File: config.mk
export PLATFORM = sky130hd
export DESIGN_NAME = cmp_event_ctrl
export DESIGN_NICKNAME = d
export VERILOG_FILES = /design/src/rtl/cmp_pkg.sv /design/src/rtl/cmp_sync.sv /design/src/rtl/cmp_regs.sv /design/src/rtl/cmp_change_det.sv /design/src/rtl/cmp_pin_mux.sv /design/src/rtl/cmp_event_ctrl.sv
export SDC_FILE = /design/constraint.sdc
export NUM_CORES = 1
export LEC_CHECK = 0
export ABC_CLOCK_PERIOD_IN_PS = 1100
export CAP_MARGIN = 40
export CORE_AREA = 2 2 45 47
export DETAILED_ROUTE_END_ITERATION = 12
export DIE_AREA = 0 0 47 49
export HOLD_SLACK_MARGIN = 0.1
export PLACE_DENSITY = 0.68
export SLEW_MARGIN = 0
export SYNTH_ARGS = -nofsm -noshare
export SYNTH_HDL_FRONTEND = slang
export SYNTH_SLANG_ARGS = --single-unit
File: constraint.sdc
create_clock -name clk -period 1.1 [get_ports clk]
set_input_delay 0.33 -clock clk [delete_from_list [all_inputs] [get_ports clk]]
set_output_delay 0.33 -clock clk [all_outputs]
set_load 0.02 [all_outputs]
File: src/rtl/cmp_pkg.sv
package cmp_pkg;
   localparam int REG_W     = 8;
   localparam int RES_BIT   = 5;
   localparam int MODE_LSB  = 3;
   localparam int EVS_LSB   = 6;
   localparam int EN_BIT    = 0;
   localparam int FLAG_BIT  = 0;

   typedef enum logic [1:0] {
      MODE_OFF = 2'b00,
      MODE_IN  = 2'b01,
      MODE_OUT = 2'b10,
      MODE_AMP = 2'b11
   } cmp_mode_e;

   function automatic logic mode_detects(cmp_mode_e m);
      return (m == MODE_IN) || (m == MODE_OUT);
   endfunction
endpackage

File: src/rtl/cmp_sync.sv
module cmp_sync #(
   parameter int STAGES = 2
) (
   input  logic clk,
   input  logic rst_n,
   input  logic d_i,
   output logic q_o
);
   if (STAGES < 2) begin : g_bad_stages
      $error("cmp_sync: STAGES must be at least 2");
   end

   logic [STAGES-1:0] chain_q;

   always_ff @(posedge clk or negedge rst_n) begin
      if (!rst_n) chain_q[0] <= 1'b0;
      else        chain_q[0] <= d_i;
   end

   for (genvar s = 1; s < STAGES; s++) begin : g_stage
      always_ff @(posedge clk or negedge rst_n) begin
         if (!rst_n) chain_q[s] <= 1'b0;
         else        chain_q[s] <= chain_q[s-1];
      end
   end

   assign q_o = chain_q[STAGES-1];
endmodule

File: src/rtl/cmp_regs.sv
module cmp_regs
   import cmp_pkg::*;
#(
   parameter int ADDR_W    = 2,
   parameter int CTRL_ADDR = 0,
   parameter int EN_ADDR   = 1,
   parameter int FLAG_ADDR = 2
) (
   input  logic              clk,
   input  logic              rst_n,
   input  logic [ADDR_W-1:0] addr_i,
   input  logic              wr_i,
   input  logic              rd_i,
   input  logic [REG_W-1:0]  wdata_i,
   input  logic              result_i,
   input  logic              flag_i,
   output logic [REG_W-1:0]  rdata_o,
   output cmp_mode_e         mode_o,
   output logic              en_o,
   output logic              capture_o,
   output logic              clr_o
);
   localparam logic [ADDR_W-1:0] A_CTRL = ADDR_W'(CTRL_ADDR);
   localparam logic [ADDR_W-1:0] A_EN   = ADDR_W'(EN_ADDR);
   localparam logic [ADDR_W-1:0] A_FLAG = ADDR_W'(FLAG_ADDR);

   if (CTRL_ADDR == EN_ADDR || CTRL_ADDR == FLAG_ADDR || EN_ADDR == FLAG_ADDR) begin : g_bad_map
      $error("cmp_regs: register addresses must differ");
   end
   if ((1 << ADDR_W) <= FLAG_ADDR || (1 << ADDR_W) <= EN_ADDR || (1 << ADDR_W) <= CTRL_ADDR) begin : g_bad_width
      $error("cmp_regs: ADDR_W too narrow for the address map");
   end

   logic      hit_ctrl, hit_en, hit_flag;
   logic [1:0] evsel_q;
   cmp_mode_e mode_q;
   logic      en_q;

   assign hit_ctrl = (addr_i == A_CTRL);
   assign hit_en   = (addr_i == A_EN);
   assign hit_flag = (addr_i == A_FLAG);

   always_ff @(posedge clk or negedge rst_n) begin
      if (!rst_n) begin
         evsel_q <= 2'b00;
         mode_q  <= MODE_OFF;
         en_q    <= 1'b0;
      end else if (wr_i) begin
         if (hit_ctrl) begin
            evsel_q <= wdata_i[EVS_LSB +: 2];
            mode_q  <= cmp_mode_e'(wdata_i[MODE_LSB +: 2]);
         end
         if (hit_en) en_q <= wdata_i[EN_BIT];
      end
   end

   always_comb begin
      rdata_o = '0;
      if (hit_ctrl) begin
         rdata_o[EVS_LSB +: 2]  = evsel_q;
         rdata_o[RES_BIT]       = result_i;
         rdata_o[MODE_LSB +: 2] = mode_q;
      end else if (hit_en) begin
         rdata_o[EN_BIT] = en_q;
      end else if (hit_flag) begin
         rdata_o[FLAG_BIT] = flag_i;
      end
   end

   assign mode_o    = mode_q;
   assign en_o      = en_q;
   assign capture_o = rd_i && hit_ctrl;
   assign clr_o     = wr_i && hit_flag && !wdata_i[FLAG_BIT];

   p_mode_hold_r2: assert property (@(posedge clk) disable iff (!rst_n)
      !(wr_i && hit_ctrl) |=> $stable(mode_q));
endmodule

File: src/rtl/cmp_change_det.sv
module cmp_change_det
   import cmp_pkg::*;
(
   input  logic      clk,
   input  logic      rst_n,
   input  logic      result_i,
   input  cmp_mode_e mode_i,
   input  logic      capture_i,
   input  logic      clr_i,
   output logic      flag_o
);
   logic ref_q;
   logic flag_q;
   logic set_ev;

   assign set_ev = mode_detects(mode_i) && (result_i != ref_q);

   always_ff @(posedge clk or negedge rst_n) begin
      if (!rst_n)                            ref_q <= 1'b0;
      else if (mode_i == MODE_OFF || capture_i) ref_q <= result_i;
   end

   always_ff @(posedge clk or negedge rst_n) begin
      if (!rst_n)      flag_q <= 1'b0;
      else if (set_ev) flag_q <= 1'b1;
      else if (clr_i)  flag_q <= 1'b0;
   end

   assign flag_o = flag_q;

   p_flag_sticky_r5: assert property (@(posedge clk) disable iff (!rst_n)
      flag_q && !clr_i |=> flag_q);
   p_set_wins_r6: assert property (@(posedge clk) disable iff (!rst_n)
      set_ev && clr_i |=> flag_q);
   p_ref_capture_r4: assert property (@(posedge clk) disable iff (!rst_n)
      capture_i |=> ref_q == $past(result_i));
   p_no_event_idle_r9: assert property (@(posedge clk) disable iff (!rst_n)
      !mode_detects(mode_i) && !flag_q |=> !flag_q);
endmodule

File: src/rtl/cmp_pin_mux.sv
module cmp_pin_mux
   import cmp_pkg::*;
#(
   parameter bit AMP_DRIVES_PIN = 1'b1
) (
   input  cmp_mode_e  mode_i,
   input  logic       result_i,
   output logic [1:0] ana_en_o,
   output logic       out_en_o,
   output logic       out_data_o,
   output logic       amp_sel_o
);
   logic amp_oe;

   if (AMP_DRIVES_PIN) begin : g_amp_pin
      assign amp_oe = (mode_i == MODE_AMP);
   end else begin : g_amp_nopin
      assign amp_oe = 1'b0;
   end

   assign ana_en_o   = (mode_i == MODE_OFF) ? 2'b00 : 2'b11;
   assign out_en_o   = (mode_i == MODE_OUT) || amp_oe;
   assign out_data_o = (mode_i == MODE_OUT) ? result_i : 1'b0;
   assign amp_sel_o  = (mode_i == MODE_AMP);
endmodule

File: src/rtl/cmp_event_ctrl.sv
module cmp_event_ctrl
   import cmp_pkg::*;
#(
   parameter int ADDR_W         = 2,
   parameter int CTRL_ADDR      = 0,
   parameter int EN_ADDR        = 1,
   parameter int FLAG_ADDR      = 2,
   parameter int SYNC_STAGES    = 2,
   parameter bit AMP_DRIVES_PIN = 1'b1
) (
   input  logic              clk,
   input  logic              rst_n,
   input  logic              cmp_async_i,
   input  logic [ADDR_W-1:0] bus_addr_i,
   input  logic              bus_wr_i,
   input  logic              bus_rd_i,
   input  logic [REG_W-1:0]  bus_wdata_i,
   output logic [REG_W-1:0]  bus_rdata_o,
   input  logic              gie_i,
   output logic              irq_o,
   output logic              wake_o,
   output logic [1:0]        pin_ana_en_o,
   output logic              pin_out_en_o,
   output logic              pin_out_data_o,
   output logic              amp_sel_o
);
   logic      result_s;
   logic      flag_s;
   logic      en_s;
   logic      capture_s;
   logic      clr_s;
   cmp_mode_e mode_s;

   cmp_sync #(.STAGES(SYNC_STAGES)) sync_i (
      .clk(clk), .rst_n(rst_n), .d_i(cmp_async_i), .q_o(result_s));

   cmp_regs #(.ADDR_W(ADDR_W), .CTRL_ADDR(CTRL_ADDR), .EN_ADDR(EN_ADDR),
              .FLAG_ADDR(FLAG_ADDR)) regs_i (
      .clk(clk), .rst_n(rst_n), .addr_i(bus_addr_i), .wr_i(bus_wr_i),
      .rd_i(bus_rd_i), .wdata_i(bus_wdata_i), .result_i(result_s),
      .flag_i(flag_s), .rdata_o(bus_rdata_o), .mode_o(mode_s),
      .en_o(en_s), .capture_o(capture_s), .clr_o(clr_s));

   cmp_change_det det_i (
      .clk(clk), .rst_n(rst_n), .result_i(result_s), .mode_i(mode_s),
      .capture_i(capture_s), .clr_i(clr_s), .flag_o(flag_s));

   cmp_pin_mux #(.AMP_DRIVES_PIN(AMP_DRIVES_PIN)) pins_i (
      .mode_i(mode_s), .result_i(result_s), .ana_en_o(pin_ana_en_o),
      .out_en_o(pin_out_en_o), .out_data_o(pin_out_data_o),
      .amp_sel_o(amp_sel_o));

   assign wake_o = flag_s & en_s;
   assign irq_o  = wake_o & gie_i;

   p_irq_gated_r7: assert property (@(posedge clk) disable iff (!rst_n)
      irq_o |-> gie_i && en_s && flag_s);
   p_out_pin_r3: assert property (@(posedge clk) disable iff (!rst_n)
      mode_s == MODE_OUT |-> pin_out_en_o && pin_out_data_o == bus_rdata_o[RES_BIT] || bus_addr_i != ADDR_W'(CTRL_ADDR));
   p_wake_no_gie_r8: assert property (@(posedge clk) disable iff (!rst_n)
      flag_s && en_s |-> wake_o);
endmodule

* Word level (Yosys, flattened, before mapping) *
Index checks and enable logic that the tools add are counted.

storage, ports and cells
  flip-flop bits (word level) = 9
  input port bits = 16
  output and inout port bits = 15
  word-level logic and storage cells = 36

cells by class
  eq/ne operators = 6
  multiplexer cells = 8
  bitwise logic cells = 2
  reductions and logical operators = 13

operator list
  kind                                            number
  == test 2 bit (second input constant)           3
  two-way mux 1 bit                               6
  two-way mux 5 bit                               1
  == test 2 x 1 -> 1 bit (second input constant)  2
  logical AND 1 bit                               4
  logical NOT 2 bit                               2
  AND reduction 2 bit                             2
  logical OR 1 bit                                3
  AND 1 bit                                       2
  two-way mux 2 bit                               1
  nonzero test 2 bit                              1
  logical NOT 1 bit                               1
  inequality test 1 bit                           1

* Logic depth before layout (Yosys ltp) *
Gate-level depths: netlist of the first run.

  word-level depth = 5
  depth in mapped cells = 4
  mapped depth without buffers = 4

* Modules after synthesis *
Synthesis of the first run repeated with hierarchy kept, for this count alone.

second synthesis, totals
  cells, all modules = 45
  area total of the unflattened synthesis = 498.0 um^2

modules (own cells, without submodules)
  module          times used  cells each  area an instance (um^2)  seq. area each (um^2)
  cmp_regs        1           26          294.0                    125.1
  cmp_change_det  1           10          106.4                    50.0
  cmp_sync        1           2           50.0                     50.0
  cmp_pin_mux     1           5           35.0                     0.0
  cmp_event_ctrl  1           2           12.5                     0.0

* Least setup slack after synthesis of the first run *
No wires, ideal clock.

  path kind = reg2out
  from = reg regs_i.mode_q[1] (netlist: regs_i.mode_o[1])
  to = out pin_out_en_o
  data arrival time = 1.005 ns
  data required time = 0.770 ns
  setup slack = -0.235 ns
  stages on the path, launching flop included = 3
  buffers on the path = 0
  path through = dfrtp_1 -> ha_1 -> or2_2

on the way
  cells in the longest elaborated chain, start to end = 2
  elaborated cells on any way between the ends = 3
  those cells by class = 2 x eq/ne; 1 x reduce/logical

ends and longest elaborated chain
  item                    RTL line              RTL
  from (decl)             cmp_regs.sv:36        cmp_mode_e mode_q;
  from (signal assigned)  cmp_regs.sv:51        mode_q <= cmp_mode_e'(wdata_i[MODE_LSB +: 2]);
  == test 2 bit           n/a
  named net amp_sel_o     cmp_event_ctrl.sv:25  output logic amp_sel_o
  logical OR 1 bit        cmp_pin_mux.sv:22     assign out_en_o = (mode_i == MODE_OUT) || amp_oe;
  to (decl)               cmp_event_ctrl.sv:23  output logic pin_out_en_o,

The timed path passes the listed nets, and every way through them passes these cells.

* Final worst setup path of the first run *
  from = reg regs_i.mode_q[0] (netlist: regs_i.mode_o[0])
  to = out pin_out_en_o

on the way
  cells in the longest elaborated chain, start to end = 2
  elaborated cells on any way between the ends = 3
  those cells by class = 2 x eq/ne; 1 x reduce/logical

ends and longest elaborated chain
  item                              RTL line
  == test 2 bit (on tied branches)  cmp_pin_mux.sv:22, cmp_pin_mux.sv:16
  logical OR 1 bit *                cmp_pin_mux.sv:22

Mark *: on every way between the ends. The rest lies on a longest branch, timed or not.

==> results of run 1 <==
==> area by class of cell <==
class / instances / area [um^2]
clock buffers: 4 / 26.3
fillers: 159 / 757
inverters: 4 / 20.0
multi-input cells: 32 / 368
flip-flops and latches: 9 / 226
well taps: 27 / 33.8
repair buffers: 43 / 410
==> worst max-delay path: stages (launching register included) <==
cell	delay (ps)
dfrtp_1	420
inv_2	60
ha_2	170
or2_4	220
buf_6	130
==> routing by layer <==
metal,GRT usage [%],vias to the layer above
li1,-,247
met1,16.7,242
met2,22.6,15
met3,4.81,0
met4,5.09,0
met5,0,-
==> stage by stage <==
step | total power (uW) | worst slack, ps | hold slack, ps | TNS (ps)
final | 1460 | -481 | 346 | -4210
after global routing | 1560 | -523 | 355 | -5000
after CTS | 1430 | -501 | 348 | -4390
after detailed placement | 1040 | -1010 | 337 | -15090
after global placement | 1030 | -998 | 339 | -14710
after floorplan | 770 | -112 | 34.4 | -584
==> power groups by stage <==
stage	clock (uW)	sequential (uW)	combinational, uW
floorplan	0	437	333
global placement	0	451	576
global route	277	467	816
finish	243	461	761
CTS	259	459	710
detailed placement	0	454	581
==> state kept, by name (all words and copies together) (netlist names) <==
register / count
regs_i.evsel_q: 2
sync_i.chain_q: 1
det_i.flag_o: 1
sync_i.q_o: 1
det_i.ref_q: 1
regs_i.en_o: 1
regs_i.mode_o: 2
==> cell families after synthesis <==
kind of cell | Yosys count | synth area share (%)
compound gates | 3 | 4.18
xor+xnor | 1 | 1.62
fa+ha+maj | 3 | 6.96
buf+inv | 9 | 10.4
flops | 9 | 41.8
mux | 5 | 10.4
other cells | 1 | 0.695
simple gates | 18 | 23.9
==> timing repair <==
action                     CTS  global route
pin swaps                    7             1
cloned                       0             0
gates resized for setup    103             7
setup endpoints to repair   20            20
buffers inserted             4             3
==> synthesized netlist by cell type <==
cell type / count / area share (%)
and2_1: 5 / 5.8
nor3_1: 2 / 1.9
inv_1: 4 / 2.8
dfrtp_1: 9 / 42
nand2_1: 2 / 1.4
or2_2: 1 / 1.2
buf_4: 4 / 5.6
nand3b_1: 2 / 2.8
ha_1: 3 / 7.0
mux2_2: 5 / 10
o311ai_0: 1 / 1.6
nand4bb_1: 2 / 4.2
nor3b_4: 1 / 3.5
buf_6: 1 / 2.1
xor2_1: 1 / 1.6
nor3b_1: 1 / 1.4
and3_1: 1 / 1.2
a22o_1: 1 / 1.6
nor2_1: 1 / 0.70
o21ai_0: 1 / 0.93
conb_1: 1 / 0.70
==> path summary, 6_finish.rpt <==
| path | slack [ps] | end | start | cells past startpoint |
|---|---|---|---|---|
| max reg2reg | -200 | det_i.ref_q | regs_i.mode_o[0] | 5 |
| max | -480 | pin_out_en_o | regs_i.mode_o[0] | 4 |
| min reg2reg | 350 | sync_i.q_o | sync_i.chain_q[0] | 0 |
| min in group asynchronous | 370 | regs_i.evsel_q[0] | rst_n | 1 |
| max in group asynchronous | 420 | regs_i.mode_o[1] | rst_n | 1 |
| min | 350 | sync_i.q_o | sync_i.chain_q[0] | 0 |
==> impl_metrics.tcl, run 1 <==
set metrics [dict create \
    status "complete, but fails checks" \
    violations "negative setup slack" \
    die-area_um2 2300 \
    postSynthCellCount 49 \
    seq_area_frac_synth_pct 41.8 \
    die_h_um 49 \
    cp_max_fo 3 \
    period_share_pct 144 \
    vias 504 \
    crit_arrival_ps 1250 \
    drc_errors 0 \
    drtPass1Iterations 1 \
    wl_met2_um 765 \
    final_common_cell "buf_6" \
    power_density_nw_per_um2 1350 \
    drtAntennaViolNets 0 \
    p_leak_uw 0.000491 \
    end_kind "output port" \
    hold_path.class "register to register" \
    wl_met1_um 536 \
    final_cells 119 \
    hold_viol_final 0 \
    fin_crit_ps 1580 \
    synth_warnings 0 \
    critPathLaunchType "register" \
    n_antenna_cell 0 \
    switchingPower_uw 476 \
    areaGrowthSynthToFinish_pct 101 \
    cts_buffer_depth 2 \
    cts_hold_buf 0 \
    setup_violations 20 \
    mostFrequentLayoutCells "buf_6, buf_4, dfrtp_1, clkdlybuf4s50_1, and2_4" \
    cts-root-buf "clkbuf_4" \
    clkSinkCount 9 \
    cp.required_ps 770 \
    die_w_um 47 \
    antenna_found_initial 0 \
    dpl.cell_count 108 \
    wl_um 1370 \
    cts_buffers 3 \
    fin_ws_ps -481 \
    core_area_um2 1840 \
    start_util_pct 29.3 \
    synthesis.area_um2 539 \
    p_seq_share_pct 31.5 \
    final_util_pct 58.9 \
    rows 16 \
    final_nets 112 \
    grt_pass1_vias 521 \
    design_area_um2 1080 \
    portBuffers 25 \
    clock_skew_ps 1.46 \
    htree_levels 1 \
    wl_per_cell_um 11.5 \
    place_congestion 0.697 \
    grt_max_degree 10 \
    drtIter0Drc 0 \
    worst-setup-path-type "register to output port" \
    ys_ff_latch 9 \
    ios 31 \
    grt_pass1_wl_um 2310 \
    place_area_um2 910 \
    clock.fmax_mhz 633 \
    avgViaCountPerCell 4.24 \
    wl_met3_um 68 \
    cts_tree "built" \
    slew_viol_final 0 \
    rsz0062_at_grt "yes" \
    intPower_uw 988 \
    combPwrFrac_pct 52.0 \
    avgSynthCellArea_um2 11.0 \
    max_cap_viol_count 0 \
    top_layer_used "met3" \
    clkSlewWorstSetupHoldPaths_ps 60 \
    drive_gt1_share_pct 67.4 \
    vdd_drop_max_mv 0.836 \
    p_clk_share_pct 16.6 \
    dp_hpwl_um 987 \
    synth_cell_types 21 \
    insertion_delay_ps 250 \
    grt_usage_pct 14.0 \
    switching_share_pct 32.5 \
    gr-total-overflow 0 \
]
(Power assumes the default switching activity.)
==> inputs of run 2 (changes only) <==
Settings changed: CTS_CLUSTER_DIAMETER from default to 200.
==> results of run 2 <==
Same layout as run 1: the final DEF is identical, and so are final timing and power.
